**src/rtl/dcs_pkg.sv**
```systemverilog
package dcs_pkg;
   localparam int FLAG_W    = 5;
   localparam int B_ENABLE  = 0;
   localparam int B_ACTIVE  = 1;
   localparam int B_XFEREND = 2;
   localparam int B_BUFEND  = 3;
   localparam int B_DSCLD   = 4;

   localparam int STICKY_N  = 3;
   localparam int S_XFEREND = 0;
   localparam int S_BUFEND  = 1;
   localparam int S_DSCLD   = 2;

   typedef enum logic [1:0] {
      CH_OFF   = 2'd0,
      CH_RUN   = 2'd1,
      CH_DRAIN = 2'd2
   } ch_state_e;
endpackage

```
**src/rtl/dcs_byte_count.sv**
```systemverilog
module dcs_byte_count #(
   parameter int CNT_W = 16
) (
   input  logic             clk,
   input  logic             rst_n,
   input  logic             load,
   input  logic [CNT_W-1:0] load_val,
   input  logic             dec,
   output logic [CNT_W-1:0] cnt,
   output logic             last_byte
);
   localparam logic [CNT_W-1:0] ONE  = {{(CNT_W-1){1'b0}}, 1'b1};
   localparam logic [CNT_W-1:0] ZERO = '0;

   logic [CNT_W-1:0] cnt_q;
   logic             can_dec;

   assign can_dec   = dec && (cnt_q != ZERO);
   assign last_byte = dec && (cnt_q == ONE);
   assign cnt       = cnt_q;

   always_ff @(posedge clk) begin
      if (!rst_n) begin
         cnt_q <= ZERO;
      end else if (load) begin
         cnt_q <= load_val;
      end else if (can_dec) begin
         cnt_q <= cnt_q - ONE;
      end
   end

   a_r3_decrement: assert property (@(posedge clk) disable iff (!rst_n)
      (dec && !load && cnt_q != ZERO) |=> (cnt_q == $past(cnt_q) - ONE));
   a_r3_saturate: assert property (@(posedge clk) disable iff (!rst_n)
      (dec && !load && cnt_q == ZERO) |=> (cnt_q == ZERO));
   a_r3_hold_idle: assert property (@(posedge clk) disable iff (!rst_n)
      (!dec && !load) |=> $stable(cnt_q));
endmodule

```
**src/rtl/dcs_sticky.sv**
```systemverilog
module dcs_sticky #(
   parameter int N = 3
) (
   input  logic         clk,
   input  logic         rst_n,
   input  logic [N-1:0] set,
   input  logic         rd_clr,
   output logic [N-1:0] q
);
   generate
      if (N < 1) begin : g_bad_n
         $error("dcs_sticky: N must be at least 1");
      end
      for (genvar i = 0; i < N; i++) begin : g_bit
         logic f_q;
         always_ff @(posedge clk) begin
            if (!rst_n) begin
               f_q <= 1'b0;
            end else if (set[i]) begin
               f_q <= 1'b1;
            end else if (rd_clr) begin
               f_q <= 1'b0;
            end
         end
         assign q[i] = f_q;

         a_r12_set_wins: assert property (@(posedge clk) disable iff (!rst_n)
            set[i] |=> f_q);
         a_r11_read_clears: assert property (@(posedge clk) disable iff (!rst_n)
            (rd_clr && !set[i]) |=> !f_q);
      end
   endgenerate
endmodule

```
**src/rtl/dcs_chan_ctl.sv**
```systemverilog
module dcs_chan_ctl
   import dcs_pkg::*;
(
   input  logic clk,
   input  logic rst_n,
   input  logic wr,
   input  logic wr_en,
   input  logic wr_chain,
   input  logic last_byte,
   input  logic dev_end,
   input  logic fifo_empty,
   input  logic pkt_req,
   input  logic pkt_gnt,
   input  logic pkt_done,
   output logic en,
   output logic act,
   output logic next_dsc_req
);
   ch_state_e st_q, st_d;
   logic      act_q, act_d;
   logic      chain_q, chain_d;
   logic      req_q;
   logic      en_q, en_d;
   logic      drain_done;
   logic      act_set, act_clr;

   assign en_q       = (st_q != CH_OFF);
   assign drain_done = (st_q == CH_DRAIN) && fifo_empty && !wr;

   always_comb begin
      st_d = st_q;
      if (wr) begin
         if (wr_en) begin
            st_d = CH_RUN;
         end else if (en_q && act_q && !fifo_empty) begin
            st_d = CH_DRAIN;
         end else begin
            st_d = CH_OFF;
         end
      end else if (en_q && (last_byte || dev_end)) begin
         st_d = CH_OFF;
      end else if (drain_done) begin
         st_d = CH_OFF;
      end
   end

   assign en_d    = (st_d != CH_OFF);
   assign chain_d = wr ? wr_chain : chain_q;

   assign act_set = en_q && pkt_req && pkt_gnt && !act_q;
   assign act_clr = act_q && (pkt_done || dev_end || drain_done);

   always_comb begin
      act_d = act_q;
      if (act_clr) begin
         act_d = 1'b0;
      end else if (act_set) begin
         act_d = 1'b1;
      end
   end

   always_ff @(posedge clk) begin
      if (!rst_n) begin
         st_q    <= CH_OFF;
         act_q   <= 1'b0;
         chain_q <= 1'b0;
         req_q   <= 1'b0;
      end else begin
         st_q    <= st_d;
         act_q   <= act_d;
         chain_q <= chain_d;
         req_q   <= en_q && !en_d && chain_d;
      end
   end

   assign en           = en_q;
   assign act          = act_q;
   assign next_dsc_req = req_q;

   a_r6_hold_while_draining: assert property (@(posedge clk) disable iff (!rst_n)
      (en_q && act_q && wr && !wr_en && !fifo_empty) |=> en_q);
   a_r6_release_on_empty: assert property (@(posedge clk) disable iff (!rst_n)
      drain_done |=> (!en_q && !act_q));
   a_r5_dev_end_stops: assert property (@(posedge clk) disable iff (!rst_n)
      (en_q && dev_end && !wr) |=> (!en_q && !act_q));
   a_r4_budget_stops: assert property (@(posedge clk) disable iff (!rst_n)
      (last_byte && !wr) |=> !en_q);
   a_r8_req_on_fall: assert property (@(posedge clk) disable iff (!rst_n)
      req_q |-> (!en_q && $past(en_q)));
   a_r9_grant_sets: assert property (@(posedge clk) disable iff (!rst_n)
      (en_q && pkt_req && pkt_gnt && !act_q) |=> act_q);
   a_r10_keep_active: assert property (@(posedge clk) disable iff (!rst_n)
      (act_q && !pkt_done && !dev_end && !drain_done) |=> act_q);
endmodule

```
**src/rtl/dma_chan_status.sv**
```systemverilog
module dma_chan_status
   import dcs_pkg::*;
#(
   parameter int CNT_W  = 16,
   parameter int STAT_W = 32
) (
   input  logic              clk,
   input  logic              rst_n,
   input  logic              sw_wr,
   input  logic              sw_enable,
   input  logic              sw_chain,
   input  logic [CNT_W-1:0]  sw_count,
   input  logic              dsc_ld,
   input  logic              dsc_enable,
   input  logic              dsc_chain,
   input  logic [CNT_W-1:0]  dsc_count,
   input  logic              pkt_req,
   input  logic              pkt_gnt,
   input  logic              pkt_done,
   input  logic              byte_stb,
   input  logic              dev_end,
   input  logic              fifo_empty,
   input  logic              stat_rd,
   output logic [STAT_W-1:0] status,
   output logic              next_dsc_req
);
   localparam int GAP_W = STAT_W - CNT_W - FLAG_W;

   generate
      if (CNT_W < 1 || GAP_W < 0) begin : g_bad_width
         $error("dma_chan_status: count and flags do not fit the status word");
      end
   endgenerate

   logic             wr, wr_en, wr_chain;
   logic [CNT_W-1:0] wr_count;
   logic [CNT_W-1:0] cnt;
   logic             last_byte, dec;
   logic             en, act;
   logic [STICKY_N-1:0] sticky_set, sticky_q;
   logic [FLAG_W-1:0]   flags;

   assign wr       = sw_wr || dsc_ld;
   assign wr_en    = sw_wr ? sw_enable : dsc_enable;
   assign wr_chain = sw_wr ? sw_chain  : dsc_chain;
   assign wr_count = sw_wr ? sw_count  : dsc_count;
   assign dec      = en && byte_stb && !wr;

   dcs_byte_count #(.CNT_W(CNT_W)) u_count (
      .clk       (clk),
      .rst_n     (rst_n),
      .load      (wr),
      .load_val  (wr_count),
      .dec       (dec),
      .cnt       (cnt),
      .last_byte (last_byte)
   );

   dcs_chan_ctl u_ctl (
      .clk          (clk),
      .rst_n        (rst_n),
      .wr           (wr),
      .wr_en        (wr_en),
      .wr_chain     (wr_chain),
      .last_byte    (last_byte),
      .dev_end      (dev_end),
      .fifo_empty   (fifo_empty),
      .pkt_req      (pkt_req),
      .pkt_gnt      (pkt_gnt),
      .pkt_done     (pkt_done),
      .en           (en),
      .act          (act),
      .next_dsc_req (next_dsc_req)
   );

   assign sticky_set[S_XFEREND] = en && dev_end && !wr;
   assign sticky_set[S_BUFEND]  = last_byte;
   assign sticky_set[S_DSCLD]   = dsc_ld;

   dcs_sticky #(.N(STICKY_N)) u_sticky (
      .clk    (clk),
      .rst_n  (rst_n),
      .set    (sticky_set),
      .rd_clr (stat_rd),
      .q      (sticky_q)
   );

   always_comb begin
      flags            = '0;
      flags[B_ENABLE]  = en;
      flags[B_ACTIVE]  = act;
      flags[B_XFEREND] = sticky_q[S_XFEREND];
      flags[B_BUFEND]  = sticky_q[S_BUFEND];
      flags[B_DSCLD]   = sticky_q[S_DSCLD];
   end

   generate
      if (GAP_W > 0) begin : g_gap
         assign status = {cnt, {GAP_W{1'b0}}, flags};
      end else begin : g_nogap
         assign status = {cnt, flags};
      end
   endgenerate

   a_r13_dsc_flag: assert property (@(posedge clk) disable iff (!rst_n)
      dsc_ld |=> status[B_DSCLD]);
   a_r2_write_enables: assert property (@(posedge clk) disable iff (!rst_n)
      (sw_wr && sw_enable) |=> (status[B_ENABLE] && status[STAT_W-1 -: CNT_W] == $past(sw_count)));
endmodule

```
**config.mk**
```make
export PLATFORM = sky130hd
export DESIGN_NAME = dma_chan_status
export DESIGN_NICKNAME = d
export VERILOG_FILES = /design/src/rtl/dcs_pkg.sv /design/src/rtl/dcs_byte_count.sv /design/src/rtl/dcs_sticky.sv /design/src/rtl/dcs_chan_ctl.sv /design/src/rtl/dma_chan_status.sv
export SDC_FILE = /design/constraint.sdc
export NUM_CORES = 1
export LEC_CHECK = 0
export BUFFER_PORTS_ARGS = -buffer_cell sky130_fd_sc_hd__clkbuf_2
export CAP_MARGIN = 30
export CORE_MARGIN = 4
export CORE_UTILIZATION = 47
export CTS_CLUSTER_SIZE = 28
export DETAILED_ROUTE_END_ITERATION = 7
export PLACE_DENSITY = 0.91
export SLEW_MARGIN = 20
export SYNTH_ARGS = -nofsm -noshare
export SYNTH_HDL_FRONTEND = slang
export SYNTH_SLANG_ARGS = --single-unit
```
**constraint.sdc**
```tcl
create_clock -name clk -period 2.07 [get_ports clk]
set_clock_uncertainty 0.1 [all_clocks]
set_input_delay 0 -clock clk [delete_from_list [all_inputs] [get_ports clk]]
set_output_delay 0 -clock clk [all_outputs]
set_load 0.01 [all_outputs]
```
==> impl_metrics.py <==
metrics = {
    "route": {
        "routedWlPerCell_um": 16.1,
        "drt_iter0_markers": 215,
        "routed_via_density": 5.96,
        "drc": 0,
        "ant_nets": 0,
        "first_pass_iters": 5,
        "vias": 2019,
        "wl_um": 5470,
    },
    "floorplan": {
        "num_rows": 22,
        "die_w_um": 69.3,
        "design.core.area_sq_um": 3660,
        "io_pins": 80,
        "die-area_sq_um": 4810,
        "initial_core_util": 0.483,
        "die_h_um": 69.3,
    },
    "critical_path": {
        "cp.arrival_ns": 2.01,
        "worst-endpoint-required_ns": 2.14,
        "critical_path_class": "reg2reg",
        "critical_path.endpoint_type": "flop",
        "startpoint_type": "flop",
        "cp_max_fo": 3,
    },
    "clocking": {
        "clock_sinks": 24,
        "clkTransAtPathRegs_ns": 0.09,
        "cts_tree": "yes",
        "postCtsSetupRepairBufs": 0,
        "numCtsBuffers": 3,
        "clkLatencyLatePin_ns": 0.28,
        "htree_levels": 1,
        "clk_path_buf_depth": 2,
        "cts_root_buf": "clkbuf_8",
    },
    "power_and_ir_drop": {
        "vdd_drop_max_v": 0.000539,
        "p_leak_uw": 0.00109,
        "p_per_area_nw_per_um2": 589,
    },
    "timing": {
        "worst_pin_slew_ns": 0.535,
        "slew_viol_final": 0,
        "setup_viol": 0,
        "finalCriticalPeriod_ns": 1.95,
        "slew-limit-headroom": 0.643,
        "hold_violations": 0,
        "max_freq_ghz": 0.514,
        "fin_crit_sh": 0.940,
        "fin_ws_ns": 0.125,
    },
    "synthesis": {
        "ys_ff_latch": 24,
        "syn-instance-count": 210,
        "synth_compound_area_frac": 0.275,
        "synth_top_area_frac": 0.272,
        "synthAdderAreaFrac": 0.0212,
        "synth_warnings": 0,
        "avgSynthCellArea_sq_um": 8.42,
        "synth_mux_area_frac": 0.0113,
        "syn_area_sq_um": 1770,
        "ys_seq_area_frac": 0.272,
        "synth_ff_type": "dfxtp_1",
        "synth_top_family_by_area": "simple AND/OR/NAND/NOR gates",
        "yosysTopAreaCell": "dfxtp_1",
        "synth-xor-area-share": 0.00495,
        "ys_top_cells_by_area": "dfxtp_1 27%, buf_4 8.1%, a21oi_1 3.4%",
        "synth.distinct_cells": 63,
        "synth_edf_count": 0,
        "synth-async-reset-ratio": 0,
        "synth-simple-area-share": 0.292,
    },
    "cells_and_area": {
        "syn_to_final_growth_pct": 33.1,
        "diodes": 0,
        "drive_above_1_share": 0.368,
        "fin_area_sq_um": 2350,
        "final_nets": 342,
    },
    "global_routing": {
        "grt_overflow": 0,
        "grt_max_degree": 28,
        "grt_usage": 0.222,
        "antenna_found_initial": 0,
        "grt_pass1_vias": 1876,
        "grt_pass1_wl_um": 8930,
    },
    "place": {
        "dpl_cell_area_sq_um": 2120,
        "place.gp.congestion": 0.945,
        "port_buffers": 68,
        "dp_slack_ns": 0.0651,
        "dp_hpwl_um": 3990,
    },
    "job": {
        "maxCapViolCount": 0,
    },
    "status": {
        "outcome": "complete, no violations",
    },
    "min_path": {
        "hold_class": "in2reg",
    },
}
==> state kept, by name, indices dropped and copies added (netlist names) <==
name                cells
u_count.cnt            16
u_sticky.g_bit.f_q      3
u_ctl.st_q              2
u_ctl.act               1
u_ctl.chain_q           1
u_ctl.next_dsc_req      1
==> worst paths after layout <==
kind | endpoint | start | depth (start not counted) | slack [ns]
setup / recovery | u_count.cnt[8]$_SDFFE_PN0P_ | u_count.cnt[1]$_SDFFE_PN0P_ | 7 | 0.12
setup reg to reg | u_count.cnt[8]$_SDFFE_PN0P_ | u_count.cnt[1]$_SDFFE_PN0P_ | 7 | 0.12
hold reg to reg | u_sticky.g_bit[1].f_q$_SDFFE_PN0P_ | u_sticky.g_bit[1].f_q$_SDFFE_PN0P_ | 2 | 0.42
hold / removal | u_count.cnt[0]$_SDFFE_PN0P_ | dsc_count[0] | 4 | 0.0008
==> power by group <==
part / internal (uW) / switching [uW] / total [uW]
sequential: 492 / 44.0 / 536
combinational: 201 / 223 / 425
clock: 259 / 166 / 425
total: 952 / 434 / 1390
==> critical path: stages (launching register included) <==
cell       delay, ns
dfxtp_1         0.32
inv_1           0.13
ha_4            0.16
or3b_1          0.39
nor4b_2         0.33
o2111ai_1       0.16
a21oi_1         0.17
nor3_1          0.08
==> cells in the mapped netlist, drive strengths merged, types with 2 or more instances <==
cell,n
a21boi,2
a21oi,12
a22o,5
a22oi,2
and2,3
and3,5
and4,3
buf,24
clkbuf,4
dfxtp,24
ha,3
inv,4
mux2i,2
nand2,14
nand2b,3
nand3,7
nand4,2
nor2,11
nor2b,5
nor3,9
nor3b,3
nor4,5
nor4b,2
o2111ai,2
o211a,4
o211ai,2
o21a,2
o21ai,7
o221ai,5
o22ai,4
o31a,2
o31ai,4
or2,2
or3b,4
or4,2
==> logic make-up (layout without fill, tap and decap cells) <==
group	count (synthesis)	in the layout
DFF	24	24
and+or+nand+nor	81	81
adders and majority gates	3	3
buffers and inverters	33	104
other	1	11
muxes	2	2
xor gates and xnor gates	1	1
AOI/OAI and AO/OA	65	65
==> repair_timing <==
| action | 4_1_cts | 5_1_grt |
|---|---|---|
| hold endpoints to repair | 10 | 0 |
| setup endpoints to repair | 0 | 13 |
| hold buffers | 12 | 0 |
| gates resized for setup | 0 | 8 |
==> layout make-up <==
| type | instances | area (sq um) |
|---|---|---|
| tap | 48 | 60.1 |
| inverter | 5 | 18.8 |
| fill | 321 | 1310 |
| clock buffer | 3 | 41.3 |
| multi-input combinational | 163 | 1150 |
| clock inverter | 1 | 30.0 |
| sequential | 24 | 480 |
| timing repair buffer | 95 | 573 |
==> stage by stage <==
step	util	setup TNS (ns)	std cells	hold slack, ns	power [uW]
floorplan	-	0	220	0.0592	796
global route	0.643	-0.00351	339	0.00988	1450
global placement	0.580	0	323	0.169	920
detailed placement	0.580	0	323	0.166	931
finish	0.643	0	339	0.000809	1390
CTS	0.632	0	339	0.00204	1370
==> layer usage <==
metal  wire, um  global-route usage  part of all wire
met1       2190               0.275              0.40
met2       2760               0.382              0.50
met3        482              0.0507             0.088
met4         36              0.0651            0.0066
met5          0                   0                 0
==> cell usage in the layout (no fill, tap or decap), types with 3 or more instances in the layout <==
cell type      count
clkbuf_2          68
nand2b_1           3
or3b_2             3
buf_4             15
o221ai_1           5
nor3_2             4
nor3b_1            3
nand3_1            7
o211a_1            4
o31ai_1            4
nand2_1           14
nor4_1             3
nor2b_1            5
dfxtp_1           24
a22o_1             5
inv_1              4
and3_1             5
nor2_1            10
o22ai_1            4
dlygate4sd3_1     12
conb_1            11
and2_1             3
clkbuf_8           3
a21oi_1           12
nor3_1             4
o21ai_0            5
and4_1             3
(Power assumes the default switching activity.)
